$ cat config.mk
export PLATFORM = sky130hd
export DESIGN_NAME = flash_seq
export DESIGN_NICKNAME = d
export VERILOG_FILES = /design/src/rtl/flash_seq_pkg.sv /design/src/rtl/flash_seq_dp.sv /design/src/rtl/flash_seq_ctrl.sv /design/src/rtl/flash_seq.sv
export SDC_FILE = /design/constraint.sdc
export NUM_CORES = 1
export LEC_CHECK = 0
export ABC_CLOCK_PERIOD_IN_PS = 3400
export CAP_MARGIN = 20
export CORE_MARGIN = 10
export CORE_UTILIZATION = 45
export DETAILED_ROUTE_END_ITERATION = 8
export PLACE_DENSITY = 0.67
export SLEW_MARGIN = 10
export SYNTH_ARGS = -nofsm -noshare
export SYNTH_HDL_FRONTEND = slang
export SYNTH_SLANG_ARGS = --single-unit
$ cat constraint.sdc
create_clock -name clk -period 3.4 [get_ports clk]
set_clock_uncertainty 0.05 [all_clocks]
set_input_delay 0.51 -clock clk [delete_from_list [all_inputs] [get_ports clk]]
set_output_delay 0.51 -clock clk [all_outputs]
set_load 0.02 [all_outputs]
$ cat src/rtl/flash_seq_pkg.sv
package flash_seq_pkg;

  typedef enum logic [1:0] {
    OP_PROG = 2'd0,
    OP_SECT = 2'd1,
    OP_BULK = 2'd2,
    OP_NONE = 2'd3
  } flashOp_t;

  localparam logic [7:0] CMD_WEN  = 8'h06;
  localparam logic [7:0] CMD_PROG = 8'h02;
  localparam logic [7:0] CMD_SECT = 8'hD8;
  localparam logic [7:0] CMD_BULK = 8'hC7;
  localparam logic [7:0] CMD_STAT = 8'h05;

  // strobes from control to the shift datapath
  typedef struct packed {
    logic       launch;
    logic [7:0] txByte;
  } dpCtl_t;

endpackage

$ cat src/rtl/flash_seq_dp.sv
module flash_seq_dp
  import flash_seq_pkg::*;
#(
  parameter int DIV_W = 8
) (
  input  logic             clk,
  input  logic             rstN,
  input  dpCtl_t           ctl,
  input  logic [DIV_W-1:0] sckHalf,
  input  logic             spiMiso,
  output logic             spiSck,
  output logic             spiMosi,
  output logic             byteDone,
  output logic [7:0]       rxByte
);

  logic [DIV_W-1:0] divCnt;
  logic [2:0]       bitCnt;
  logic [7:0]       txSh;
  logic [7:0]       rxSh;
  logic             active;

  always_ff @(posedge clk or negedge rstN) begin
    if (!rstN) begin
      divCnt   <= '0;
      bitCnt   <= '0;
      txSh     <= '0;
      rxSh     <= '0;
      active   <= 1'b0;
      spiSck   <= 1'b0;
      byteDone <= 1'b0;
    end else begin
      byteDone <= 1'b0;
      if (ctl.launch) begin
        txSh   <= ctl.txByte;
        bitCnt <= '0;
        divCnt <= '0;
        active <= 1'b1;
        spiSck <= 1'b0;
      end else if (active) begin
        if (divCnt == sckHalf) begin
          divCnt <= '0;
          if (!spiSck) begin
            spiSck <= 1'b1;
            rxSh   <= {rxSh[6:0], spiMiso};
          end else begin
            spiSck <= 1'b0;
            if (bitCnt == 3'd7) begin
              active   <= 1'b0;
              byteDone <= 1'b1;
            end else begin
              bitCnt <= bitCnt + 3'd1;
              txSh   <= {txSh[6:0], 1'b0};
            end
          end
        end else begin
          divCnt <= divCnt + 1'b1;
        end
      end
    end
  end

  assign spiMosi = active & txSh[7];
  assign rxByte  = rxSh;

  // control never starts a byte while one is still shifting
  p_no_relaunch_r4: assert property (@(posedge clk) disable iff (!rstN)
    ctl.launch |-> !active);

  // mode 0: data is settled before the rising edge
  p_mosi_hold_r9: assert property (@(posedge clk) disable iff (!rstN)
    $rose(spiSck) |-> $stable(spiMosi));

endmodule

$ cat src/rtl/flash_seq_ctrl.sv
module flash_seq_ctrl
  import flash_seq_pkg::*;
#(
  parameter int PAGE_BYTES = 256,
  parameter int ADDR_BYTES = 3,
  parameter int MAX_POLLS  = 4096,
  parameter int GAP_CYC    = 4,
  localparam int PAGE_W    = $clog2(PAGE_BYTES),
  localparam int LEN_W     = PAGE_W + 1,
  localparam int ADDR_W    = 8 * ADDR_BYTES
) (
  input  logic              clk,
  input  logic              rstN,
  input  logic              reqValid,
  input  logic [1:0]        reqOp,
  input  logic [ADDR_W-1:0] reqAddr,
  input  logic [LEN_W-1:0]  reqLen,
  output logic              reqAck,
  output logic [PAGE_W-1:0] bufIdx,
  input  logic [7:0]        bufData,
  output dpCtl_t            ctl,
  input  logic              byteDone,
  input  logic [7:0]        rxByte,
  output logic              spiCsN,
  output logic              done,
  output logic              err
);

  localparam int IDX_W    = LEN_W + 1;
  localparam int DATA_IDX = ADDR_BYTES + 1;
  localparam int POLL_W   = $clog2(MAX_POLLS + 1);
  localparam int GAP_W    = $clog2(GAP_CYC + 1);

  typedef enum logic [2:0] {S_IDLE, S_LOAD, S_WAIT, S_GAP, S_DONE} state_t;
  typedef enum logic [1:0] {PH_WREN, PH_CMD, PH_POLL} phase_t;

  state_t            state;
  phase_t            phase;
  flashOp_t          opR;
  logic [ADDR_W-1:0] addrR;
  logic [LEN_W-1:0]  lenR;
  logic [IDX_W-1:0]  idx;
  logic [POLL_W-1:0] pollCnt;
  logic [GAP_W-1:0]  gapCnt;
  logic              errR;
  logic              ackR;
  logic              badReq;
  logic [LEN_W:0]    pageEnd;
  logic [IDX_W-1:0]  lastIdx;
  logic [ADDR_W-1:0] addrSh;
  logic [7:0]        opCode;
  logic [7:0]        txSel;

  // request screening: page containment and legal opcode
  always_comb begin
    pageEnd = (LEN_W+1)'(reqAddr[PAGE_W-1:0]) + (LEN_W+1)'(reqLen);
    badReq  = (reqOp == OP_NONE) ||
              ((reqOp == OP_PROG) &&
               ((reqLen == '0) || (32'(reqLen) > PAGE_BYTES) || (32'(pageEnd) > PAGE_BYTES)));
  end

  always_comb begin
    unique case (opR)
      OP_PROG: begin opCode = CMD_PROG; lastIdx = IDX_W'(ADDR_BYTES) + IDX_W'(lenR); end
      OP_SECT: begin opCode = CMD_SECT; lastIdx = IDX_W'(ADDR_BYTES); end
      default: begin opCode = CMD_BULK; lastIdx = '0; end
    endcase
    if (phase == PH_WREN) lastIdx = '0;
  end

  // byte to send for the current frame position
  always_comb begin
    addrSh = addrR >> (8 * (ADDR_BYTES - 32'(idx)));
    txSel  = 8'h00;
    unique case (phase)
      PH_WREN: txSel = CMD_WEN;
      PH_CMD: begin
        if (idx == '0)                  txSel = opCode;
        else if (32'(idx) < DATA_IDX)   txSel = addrSh[7:0];
        else                            txSel = bufData;
      end
      default: txSel = (idx == '0) ? CMD_STAT : 8'h00;
    endcase
  end

  assign bufIdx     = PAGE_W'(idx - IDX_W'(DATA_IDX));
  assign ctl.launch = (state == S_LOAD);
  assign ctl.txByte = txSel;
  assign done       = (state == S_DONE);
  assign err        = (state == S_DONE) & errR;
  assign reqAck     = ackR;

  always_ff @(posedge clk or negedge rstN) begin
    if (!rstN) begin
      state   <= S_IDLE;
      phase   <= PH_WREN;
      opR     <= OP_PROG;
      addrR   <= '0;
      lenR    <= '0;
      idx     <= '0;
      pollCnt <= '0;
      gapCnt  <= '0;
      errR    <= 1'b0;
      ackR    <= 1'b0;
      spiCsN  <= 1'b1;
    end else begin
      ackR <= 1'b0;
      unique case (state)
        S_IDLE: if (reqValid) begin
          ackR    <= 1'b1;
          opR     <= flashOp_t'(reqOp);
          addrR   <= reqAddr;
          lenR    <= reqLen;
          idx     <= '0;
          pollCnt <= '0;
          phase   <= PH_WREN;
          errR    <= badReq;
          state   <= badReq ? S_DONE : S_LOAD;
        end
        S_LOAD: begin
          spiCsN <= 1'b0;
          state  <= S_WAIT;
        end
        S_WAIT: if (byteDone) begin
          if (phase == PH_POLL && idx != '0) begin
            if (!rxByte[0]) begin
              spiCsN <= 1'b1;
              errR   <= 1'b0;
              state  <= S_DONE;
            end else if (32'(pollCnt) == MAX_POLLS - 1) begin
              spiCsN <= 1'b1;
              errR   <= 1'b1;
              state  <= S_DONE;
            end else begin
              pollCnt <= pollCnt + 1'b1;
              state   <= S_LOAD;
            end
          end else if (phase != PH_POLL && idx == lastIdx) begin
            spiCsN <= 1'b1;
            gapCnt <= '0;
            phase  <= (phase == PH_WREN) ? PH_CMD : PH_POLL;
            state  <= S_GAP;
          end else begin
            idx   <= idx + 1'b1;
            state <= S_LOAD;
          end
        end
        S_GAP: begin
          if (32'(gapCnt) == GAP_CYC - 1) begin
            idx   <= '0;
            state <= S_LOAD;
          end else begin
            gapCnt <= gapCnt + 1'b1;
          end
        end
        default: state <= S_IDLE;
      endcase
    end
  end

  p_done_pulse_r10: assert property (@(posedge clk) disable iff (!rstN)
    done |=> !done);

  p_cs_released_r8: assert property (@(posedge clk) disable iff (!rstN)
    done |-> spiCsN);

  p_single_ack_r2: assert property (@(posedge clk) disable iff (!rstN)
    reqAck |=> !reqAck);

  p_poll_bound_r8: assert property (@(posedge clk) disable iff (!rstN)
    (phase == PH_POLL) |-> (32'(pollCnt) < MAX_POLLS));

endmodule

$ cat src/rtl/flash_seq.sv
module flash_seq
  import flash_seq_pkg::*;
#(
  parameter int PAGE_BYTES = 256,
  parameter int ADDR_BYTES = 3,
  parameter int MAX_POLLS  = 4096,
  parameter int GAP_CYC    = 4,
  parameter int DIV_W      = 8,
  localparam int PAGE_W    = $clog2(PAGE_BYTES),
  localparam int LEN_W     = PAGE_W + 1,
  localparam int ADDR_W    = 8 * ADDR_BYTES
) (
  input  logic              clk,
  input  logic              rstN,
  input  logic              reqValid,
  input  logic [1:0]        reqOp,
  input  logic [ADDR_W-1:0] reqAddr,
  input  logic [LEN_W-1:0]  reqLen,
  output logic              reqAck,
  output logic [PAGE_W-1:0] bufIdx,
  input  logic [7:0]        bufData,
  input  logic [DIV_W-1:0]  sckHalf,
  output logic              spiCsN,
  output logic              spiSck,
  output logic              spiMosi,
  input  logic              spiMiso,
  output logic              done,
  output logic              err
);

  dpCtl_t     ctl;
  logic       byteDone;
  logic [7:0] rxByte;

  flash_seq_ctrl #(
    .PAGE_BYTES(PAGE_BYTES), .ADDR_BYTES(ADDR_BYTES),
    .MAX_POLLS(MAX_POLLS), .GAP_CYC(GAP_CYC)
  ) u_ctrl (
    .clk(clk), .rstN(rstN),
    .reqValid(reqValid), .reqOp(reqOp), .reqAddr(reqAddr), .reqLen(reqLen),
    .reqAck(reqAck), .bufIdx(bufIdx), .bufData(bufData),
    .ctl(ctl), .byteDone(byteDone), .rxByte(rxByte),
    .spiCsN(spiCsN), .done(done), .err(err)
  );

  flash_seq_dp #(.DIV_W(DIV_W)) u_dp (
    .clk(clk), .rstN(rstN), .ctl(ctl), .sckHalf(sckHalf),
    .spiMiso(spiMiso), .spiSck(spiSck), .spiMosi(spiMosi),
    .byteDone(byteDone), .rxByte(rxByte)
  );

  p_sck_idle_r9: assert property (@(posedge clk) disable iff (!rstN)
    spiCsN |-> !spiSck);

endmodule

## Word-level counts from Yosys, hierarchy flattened

Cells that the tools add are included.

- Reduce and logical (&&, ||, !) cells: 31
- Magnitude comparators: 3
- Bitwise logic cells: 4
- Add/subtract/negate cells: 9
- Equal/unequal tests: 28
- Shift-type cells: 1
- Muxes and demuxes: 79

Operators with widths:

| kind | count |
|---|---|
| 8-bit 2-to-1 mux | 10 |
| 13-bit 2-to-1 mux | 5 |
| 10-bit 2-to-1 mux | 6 |
| 3-bit 2-to-1 mux | 17 |
| 8-bit one-hot mux with 2 select lines | 2 |
| 24-bit by 32-bit right shift with 8-bit output | 1 |
| 10-bit one-hot mux with 3 select lines | 1 |
| 13-bit one-hot mux with 2 select lines | 1 |
| 1-bit 2-to-1 mux | 25 |
| 10-bit one-hot mux with 2 select lines | 1 |
| 5-bit AND reduction | 3 |
| 2-bit inequality test, second input constant | 7 |
| 13-bit by 1-bit adder with 13-bit output, second input constant | 1 |
| 13-bit by 12-bit == test with 1-bit output, second input constant | 1 |
| 2-bit 2-to-1 mux | 6 |
| 3-bit one-hot mux with 4 select lines | 1 |
| 4-bit AND reduction | 3 |
| 6-bit AND reduction | 2 |
| 2-bit nonzero test | 6 |
| 2-bit by 10-bit subtractor with 11-bit output, first input constant | 1 |
| 10-bit by 1-bit adder with 10-bit output, second input constant | 1 |
| 2-bit by 9-bit adder with 10-bit output, first input constant | 1 |
| 8-bit by 9-bit adder with 10-bit output | 1 |
| 10-bit == test | 1 |
| 31 further kinds | 51 |

- Logic and storage cells: 173
- Output and inout bits: 14
- Input port bits: 55
- Bits in registers: 92

## Logic depth before layout (Yosys ltp)

Gate-level depths: netlist (run 1).

- Depth after elaboration: 9
- Gate-level depth with buffers: 11
- Gate-level depth less buffers: 11

## Cells and area by module

Synthesis (run 1) repeated with hierarchy kept, for this count alone.

- Cell total of the unflattened synthesis: 723
- Area total of the unflattened synthesis: 6172.2 sq um

Modules (own cells, without submodules):

| module | cells an instance | area each (sq um) | instances |
|---|---|---|---|
| flash_seq_ctrl | 563 | 4538.1 | 1 |
| flash_seq_dp | 160 | 1634.1 | 1 |

## Worst setup path after synthesis (run 1)

No wires, ideal clock.

- Kind: input to register
- From: input reqAddr[0]
- To: register u_ctrl.state[0]
- Path slack: 0.804 ns
- Data required time: 3.219 ns
- Buffers on the path: 0
- Stages on the path: 11
- Arrival: 2.415 ns
- Cells stage by stage: ha_1 -> inv_1 -> fa_1 -> nand2b_1 -> a21oi_1 -> o21a_1 -> o211ai_1 -> a2111oi_0 -> a211oi_1 -> o21ai_0 -> o22ai_1

- Word-level cells in the longest chain between the ends: 8

Ends and longest elaborated chain:

| item | RTL line | source |
|---|---|---|
| start, declared | flash_seq.sv:17 | `input logic [ADDR_W-1:0] reqAddr,` |
| 8-bit by 9-bit adder with 10-bit output | flash_seq_ctrl.sv:56 | `pageEnd = (LEN_W+1)'(reqAddr[PAGE_W-1:0]) + (LEN_W+1)'(reqLen);` |
| 10-bit by 9-bit greater-than comparator with 1-bit output | flash_seq_ctrl.sv:59 | `((reqLen == '0) \|\| (32'(reqLen) > PAGE_BYTES) \|\| (32'(pageEnd) > PAGE_BYTES)));` |
| 1-bit logical OR | flash_seq_ctrl.sv:59 |  |
| 1-bit logical AND | flash_seq_ctrl.sv:58 | `((reqOp == OP_PROG) &&` |
| 1-bit logical OR | flash_seq_ctrl.sv:57 | `badReq = (reqOp == OP_NONE) \|\|` |
| 3-bit 2-to-1 mux | flash_seq_ctrl.sv:118 | `state <= badReq ? S_DONE : S_LOAD;` |
| 3-bit 2-to-1 mux | flash_seq_ctrl.sv:109 | `S_IDLE: if (reqValid) begin` |
| 3-bit one-hot mux with 4 select lines | flash_seq_ctrl.sv:108 | `unique case (state)` |
| end signal, assigned | flash_seq_ctrl.sv:118 |  |
| end, declared | flash_seq_ctrl.sv:37 | `state_t state;` |

Every way passes these cells. The select of a mux whose other input is x is not followed.
A chain may end at the register's enable or synchronous reset.

## Final worst setup path (run 1)

- From: input reqLen[0]
- To: register u_ctrl.state[0]

- Word-level cells in the longest chain between the ends: 8
- Elaborated cells on any way between the ends: 11
- Classes of those cells: add/sub: 1; order compare: 2; mux: 3; reduce/logical: 5

Ends and longest elaborated chain:

| item | RTL line | source |
|---|---|---|
| start, declared | flash_seq.sv:18 | `input logic [LEN_W-1:0] reqLen,` |
| 8-bit by 9-bit adder with 10-bit output (tied with other cells) | flash_seq_ctrl.sv:56 |  |
| 10-bit by 9-bit greater-than comparator with 1-bit output or 1-bit logical OR (tied branches) | flash_seq_ctrl.sv:59 |  |
| 1-bit logical OR * | flash_seq_ctrl.sv:59 |  |
| 1-bit logical AND * | flash_seq_ctrl.sv:58 |  |
| 1-bit logical OR * | flash_seq_ctrl.sv:57 |  |
| 3-bit 2-to-1 mux * | flash_seq_ctrl.sv:118 |  |
| 3-bit 2-to-1 mux * | flash_seq_ctrl.sv:109 |  |
| 3-bit one-hot mux with 4 select lines * | flash_seq_ctrl.sv:108 |  |

Every way passes the cells marked *; elsewhere a longest branch is shown, timed or not. The select of a mux whose other input is x is not followed.

==> run_results.csv, run 1 <==
group,metric,value,unit
sta,max_clock_freq,318.8,MHz
synth,synthTopCellsByArea,"dfrtp_1, nand2_1, ha_1, nor2_1, o21ai_0",
cells_and_area,syn2layout_area_growth,19.73,%
worst_setup_path,slowest_delay,0.50,ns
synth,synthDominantAreaCellType,"dfrtp_1",
clock_tree,htreeDepth,3,
route,drc,0,
worst_setup_path,cp_cell_sequence,"clkdlybuf4s50_1, ha_1, inv_1, fa_1, nand2b_1, a21oi_1, o21a_1, o211ai_1, a2111oi_0, a211oi_1, o21ai_0, buf_4, o22ai_1",
floorplan,core,12060,sq um
sta,drv_slew,0,
cells_and_area,stdcell_count,890,
clock_tree,clkTransAtPathRegs,0.06,ns
cells_and_area,drive_gt1_frac,0.04986,
clock_tree,cts_made_buffers,9,
route,wirelength,13910,um
worst_setup_path,slowest_stage,"clkdlybuf4s50_1",
worst_setup_path,crit_path_end_kind,"flip-flop",
worst_setup_path,r2r_setup_slack,0.63,ns
synth,ys_ff_latch,92,
worst_setup_path,critPathLaunchType,"input pin",
synth,synth_area,5580,sq um
clock_tree,cts.sinks,92,
floorplan,io_pins,69,
cells_and_area,diodes,0,
synth,async_flop_share,1.000,
sta,worstMarginPinSlew,0.6887,ns
cells_and_area,final_common_cell,"nand2_1",
cells_and_area,ff_latch_area,2303,sq um
cells_and_area,mostFrequentLayoutCells,"nand2_1, dfrtp_1, clkdlybuf4s50_1, nor2_1, o21ai_0",
placement,place.gp.congestion,0.8974,
synth,synthMuxAreaShare,0.03274,
worst_setup_path,crit_fanout,3,
clock_tree,clk_latency,0.35,ns
floorplan,row_count,40,
worst_setup_path,critical_path_buf_inv_count,3,
synth,synth_top_area_frac,0.4081,
sta,min_period_over_period,0.9226,
synth,synth-xor-area-share,0.06749,
flow_run,drv_cap,0,
clock_tree,cts_tree,"built",
clock_tree,hold_buffers,0,
power,power_density,744.9,nW/um^2
synth,syn-num-nets,736,
worst_setup_path,worstSetupPathType,"in2reg",
worst_setup_path,critPathTopFamily,"compound AO/OA/AOI/OAI gates",
synth,yosysSeqAreaShare,0.4128,
worst_setup_path,cp.arrival,3.30,ns
synth,synth-compound-area-share,0.1527,
sta,setup_viol,0,
clock_tree,cts_resized,0,
clock_tree,root_buffer,"clkbuf_16",
worst_setup_path,rr_worst_depth,8,
route,wl_per_cell,15.63,um
min_path,worstHoldPathType,"in2async",
cells_and_area,num-nets-final,792,
global_routing,grt_pass1_vias,5006,
cells_and_area,fillers,1125,
cells_and_area,multi_input_area,3037,sq um
sta,relSlewSlack,0.5409,
floorplan,die_x,131.4,um
floorplan,die_h,131.4,um
power,p_leak,2.930,nW
power,ir_drop,0.3136,mV
sta,rsz0062_at_grt,"false",
synth,synth-edff-count,0,
global_routing,grt_pass1_wl,24110,um
global_routing,overflow,0,
placement,portBuffers,68,
clock_tree,ctsLongestPathBuffers,2,
route,vias,4838,
synth,yosys.area_share.simple,0.2451,
global_routing,antenna_found_initial,0,
worst_setup_path,cp.required,3.56,ns
placement,hpwl,10550,um
synth,synth_top_family_by_area,"simple AND/OR/NAND/NOR gates",
synth,netlist_instances,661,
worst_setup_path,reg2reg_to,"u_dp.txSh[1]$_DFFE_PN0P_",
run_status,status,"complete, no violations",
worst_setup_path,r2r_start,"u_ctrl.idx[6]$_DFFE_PN0P_",
route,viasPerCell,5.436,
floorplan,start_util,0.4627,
global_routing,grt_start_max_net_pins,54,
placement,place_area,6402,sq um
cells_and_area,final_cell_area,6681,sq um
clock_tree,post_cts.repair.setup_buffers,0,
synth,synth_cell_types,63,
floorplan,dieArea,17260,sq um
placement,place_inst,874,
sta,final.min_clock_period,3.137,ns
global_routing,grt_usage,0.1637,
synth,yosys_warnings,0,
route,ant_nets,0,
synth,synth-main-ff-cell,"dfrtp_1",
synth,syn_avg_cell_area,8.442,sq um
route,first_pass_iters,5,
synth,synth_adder_area_share,0.04619,
sta,hold_viol,0,
route,drtIter0Drc,322,
stage by stage:
step / hold slack [ns] / setup TNS (ns) / setup WS (ns) / util / power [mW]
floorplan: 0.1644 / 0 / 0.8041 / - / 3.404
global placement: 0.4062 / -0.02540 / -0.02540 / 0.5308 / 3.980
detailed placement: 0.4083 / -0.06740 / -0.05287 / 0.5308 / 4.035
CTS: 0.1721 / 0 / 0.2850 / 0.5539 / 5.008
global route: 0.1969 / 0 / 0.06243 / 0.5539 / 5.406
finish: 0.1482 / 0 / 0.2631 / 0.5539 / 4.977
worst max path at each step:
stage                     from                          end  slack, ns  cells past startpoint
floorplan           reqAddr[0]  u_ctrl.state[0]$_DFFE_PN0P_       0.80                     11
global placement     reqLen[0]  u_ctrl.state[0]$_DFFE_PN0P_      -0.03                     13
detailed placement   reqLen[0]  u_ctrl.state[0]$_DFFE_PN0P_      -0.05                     13
CTS                  reqLen[0]  u_ctrl.state[0]$_DFFE_PN0P_       0.29                     13
global route         reqLen[0]  u_ctrl.state[0]$_DFFE_PN0P_       0.06                     13
finish               reqLen[0]  u_ctrl.state[0]$_DFFE_PN0P_       0.26                     13
cell families (layout without fill, tap and decap cells):
family / count (synthesis) / after routing
compound gates: 135 / 135
xor+xnor: 43 / 43
fa+ha+maj: 20 / 20
buf+inv: 57 / 118
flops: 92 / 92
mux: 18 / 18
simple gates: 296 / 296
layer usage:
layer  global-route usage  vias to the layer above  wire [um]
met1               0.2059                     2312       6503
met5                    0                        -          0
met3              0.04268                       17        637
met2               0.2713                      104       6591
met4              0.04450                        0        175
li1                     -                     2405          -
registers in the layout, indices dropped and copies added, names as in the netlist:
register / count
u_ctrl.addrR: 24
u_ctrl.pollCnt: 13
u_ctrl.idx: 10
u_ctrl.lenR: 9
u_dp.divCnt: 8
u_dp.txSh: 8
u_ctrl.gapCnt: 3
u_ctrl.state: 3
u_dp.bitCnt: 3
u_ctrl.opR: 2
u_ctrl.phase: 2
u_ctrl.errR: 1
u_ctrl.reqAck: 1
u_ctrl.spiCsN: 1
u_dp.active: 1
u_dp.byteDone: 1
u_dp.rxByte: 1
u_dp.spiSck: 1
report_power, final:
group / total [mW] / leakage (nW) / internal, mW / switching [mW]
clock network: 0.957 / 0.130 / 0.522 / 0.435
logic: 2.22 / 1.62 / 0.907 / 1.31
registers: 1.80 / 1.18 / 1.46 / 0.342
final cells by class:
class,count,area share
Multi-Input combinational cell,512,0.4545
Sequential cell,92,0.3448
Timing Repair Buffer,77,0.1135
Clock buffer,12,0.03689
Tap cell,168,0.03146
Inverter,25,0.01404
Clock inverter,4,0.004869
cells in the mapped netlist, types with 5 or more instances:
cell type / n
nand3_1: 20
a21oi_1: 38
nor2b_1: 5
mux2i_1: 16
nor4_1: 6
nand4_1: 10
xor2_1: 22
nor3_1: 10
and3_1: 8
dfrtp_1: 91
or3_1: 10
xnor2_1: 21
ha_1: 19
clkbuf_1: 19
inv_1: 24
a21o_1: 5
o211ai_1: 9
o31ai_1: 6
nor2_1: 58
nand2_1: 135
nand2b_1: 9
buf_2: 6
o21ai_0: 40
or4_1: 7
worst reg2reg max path, cell delays in order (launching register included):
cell      delay [ns]
dfrtp_1         0.47
nor4_1          0.50
and3_1          0.40
nand4_1         0.28
or2_1           0.36
o211ai_1        0.19
o21ai_0         0.10
a211oi_1        0.22
o21bai_1        0.13
Power figures use the tool's default switching activity.
==> inputs of run 2 (changes only) <==
--- a/config.mk
+++ b/config.mk
@@ -9,6 +9,7 @@
 export CAP_MARGIN = 20
 export CORE_MARGIN = 10
 export CORE_UTILIZATION = 45
+export CTS_BUF_LIST = sky130_fd_sc_hd__clkbuf_16
 export DETAILED_ROUTE_END_ITERATION = 8
 export PLACE_DENSITY = 0.67
 export SLEW_MARGIN = 10
==> run 2 against run 1 <==
Sequential share of layout area up 0.052 points. Via count up 0.56%. Clock-buffer cell count down 3. Global-route usage unchanged. Non-clock buffer count unchanged. Largest cell class unchanged.
==> run_results.csv, run 2 (same netlist as run 1, synthesis figures left out) <==
group,metric,value,unit
placement,place_area,6402,sq um
cells_and_area,syn2layout_area_growth,19.55,%
cells_and_area,final_util,0.5531,
clock_tree,ctsLongestPathBuffers,2,
global_routing,busiest_layer,"met2",
clock_tree,root_buffer,"clkbuf_16",
sta,rsz0062_at_grt,"false",
floorplan,die_x,131.4,um
sta,worst_slack,0.2702,ns
clock_tree,clk_latency,0.35,ns
cells_and_area,final_common_cell,"nand2_1",
route,drtIter0Drc,305,
clock_tree,htreeDepth,3,
cells_and_area,fillers,1125,
placement,place.gp.congestion,0.8974,
route,first_pass_iters,4,
clock_tree,cts_resized,0,
power,p_leak,2.933,nW
floorplan,dieArea,17260,sq um
worst_setup_path,slowest_stage,"clkdlybuf4s50_1",
route,ant_nets,0,
min_path,worstHoldPathType,"in2async",
cells_and_area,num-nets-final,792,
worst_setup_path,critPathLaunchType,"input pin",
cells_and_area,largest_reg_flops,24,
sta,tns,0,ns
floorplan,core,12060,sq um
cells_and_area,mostFrequentLayoutCells,"nand2_1, dfrtp_1, clkdlybuf4s50_1, nor2_1, o21ai_0",
floorplan,row_count,40,
cells_and_area,stdcell_count,890,
placement,hpwl,10550,um
global_routing,grt_pass1_vias,5011,
worst_setup_path,cp.required,3.56,ns
power,total_power,4.944,mW
route,wirelength,13870,um
cells_and_area,top_regs,"u_ctrl.addrR x24, u_ctrl.pollCnt x13, u_ctrl.idx x10",
clock_tree,cts.sinks,92,
worst_setup_path,cp.arrival,3.29,ns
worst_setup_path,worstSetupPathType,"in2reg",
clock_tree,post_cts.repair.setup_buffers,0,
cells_and_area,largest_register,"u_ctrl.addrR",
cells_and_area,diodes,0,
global_routing,grt_start_max_net_pins,54,
worst_setup_path,r2r_start,"u_ctrl.idx[6]$_DFFE_PN0P_",
sta,final.min_clock_period,3.130,ns
global_routing,grt_pass1_wl,24110,um
floorplan,die_h,131.4,um
sta,min_period_over_period,0.9205,
sta,setup_viol,0,
placement,pre_cts_ws,-0.05287,ns
route,wl_per_cell,15.59,um
cells_and_area,final_cell_area,6671,sq um
global_routing,grt_usage,0.1637,
worst_setup_path,crit_fanout,3,
floorplan,start_util,0.4627,
cells_and_area,drive_gt1_frac,0.04848,
global_routing,grt.met3_usage,0.04268,
route,drc,0,
placement,place_inst,874,
route,vias,4865,
worst_setup_path,reg2reg_to,"u_dp.txSh[1]$_DFFE_PN0P_",
clock_tree,clkTransAtPathRegs,0.06,ns
placement,portBuffers,68,
worst_setup_path,cp_cell_sequence,"clkdlybuf4s50_1, ha_1, inv_1, fa_1, nand2b_1, a21oi_1, o21a_1, o211ai_1, a2111oi_0, a211oi_1, o21ai_0, buf_4, o22ai_1",
global_routing,use_met2,0.2715,
clock_tree,cts_tree,"built",
global_routing,overflow,0,
sta,max_clock_freq,319.5,MHz
flow_run,drv_cap,0,
worst_setup_path,r2r_setup_slack,0.64,ns
sta,hold_viol,0,
route,viasPerCell,5.466,
power,ir_drop,0.3128,mV
sta,worstMarginPinSlew,0.6796,ns
global_routing,use_met1,0.2057,
worst_setup_path,rr_worst_depth,8,
power,power_density,741.1,nW/um^2
global_routing,antenna_found_initial,0,
sta,relSlewSlack,0.5470,
floorplan,io_pins,69,
sta,drv_slew,0,
worst_setup_path,crit_path_end_kind,"flip-flop",
sta,timing.hold.ws,0.1320,ns
clock_tree,hold_buffers,0,
clock_tree,cts_made_buffers,9,
run_status,status,"complete, no violations",
worst_setup_path,slowest_delay,0.50,ns
-- run 2: cell count changes in the layout (fill, tap and decap cells not counted), sizes merged --
cell | before | now
inv | 27 | 29
clkinv | 0 | 1
clkbuf | 12 | 9
-- run 2: power breakdown --
| group | internal, mW | leakage [nW] | switching (mW) |
|---|---|---|---|
| Clock | 0.493 | 0.132 | 0.434 |
| Combinational | 0.907 | 1.62 | 1.31 |
| Sequential | 1.46 | 1.18 | 0.342 |
-- run 2: layer usage --
layer | wire, um | part of all wire
met1 | 6406 | 0.46
met2 | 6542 | 0.47
met3 | 747 | 0.054
met4 | 178 | 0.013
met5 | 0 | 0
-- run 2: how the worst max path moves through the flow --
| stage | from | endpoint | slack [ns] | cells after the start |
|---|---|---|---|---|
| after floorplan | reqAddr[0] | u_ctrl.state[0]$_DFFE_PN0P_ | 0.80 | 11 |
| after global placement | reqLen[0] | u_ctrl.state[0]$_DFFE_PN0P_ | -0.03 | 13 |
| after detailed placement | reqLen[0] | u_ctrl.state[0]$_DFFE_PN0P_ | -0.05 | 13 |
| after CTS | reqLen[0] | u_ctrl.state[0]$_DFFE_PN0P_ | 0.29 | 13 |
| after global routing | reqLen[0] | u_ctrl.state[0]$_DFFE_PN0P_ | 0.06 | 13 |
| final | reqLen[0] | u_ctrl.state[0]$_DFFE_PN0P_ | 0.27 | 13 |
-- run 2: layout make-up --
class                   instances  area, sq um  share of cell area
inverters                      25        93.84             0.01407
flip-flops and latches         92         2303              0.3453
clock inverters                 7        43.79            0.006564
multi-input cells             512         3037              0.4552
well taps                     168        210.2             0.03151
repair buffers                 77        758.2              0.1137
clock buffers                   9        225.2             0.03376
-- run 2: worst max-delay path, delay by kind of cell --
family | cells | cell delay, ns
and+or+nand+nor | 1 | 0.20
buffers and inverters | 3 | 0.74
AOI/OAI and AO/OA | 7 | 1.27
adders and majority gates | 2 | 0.57
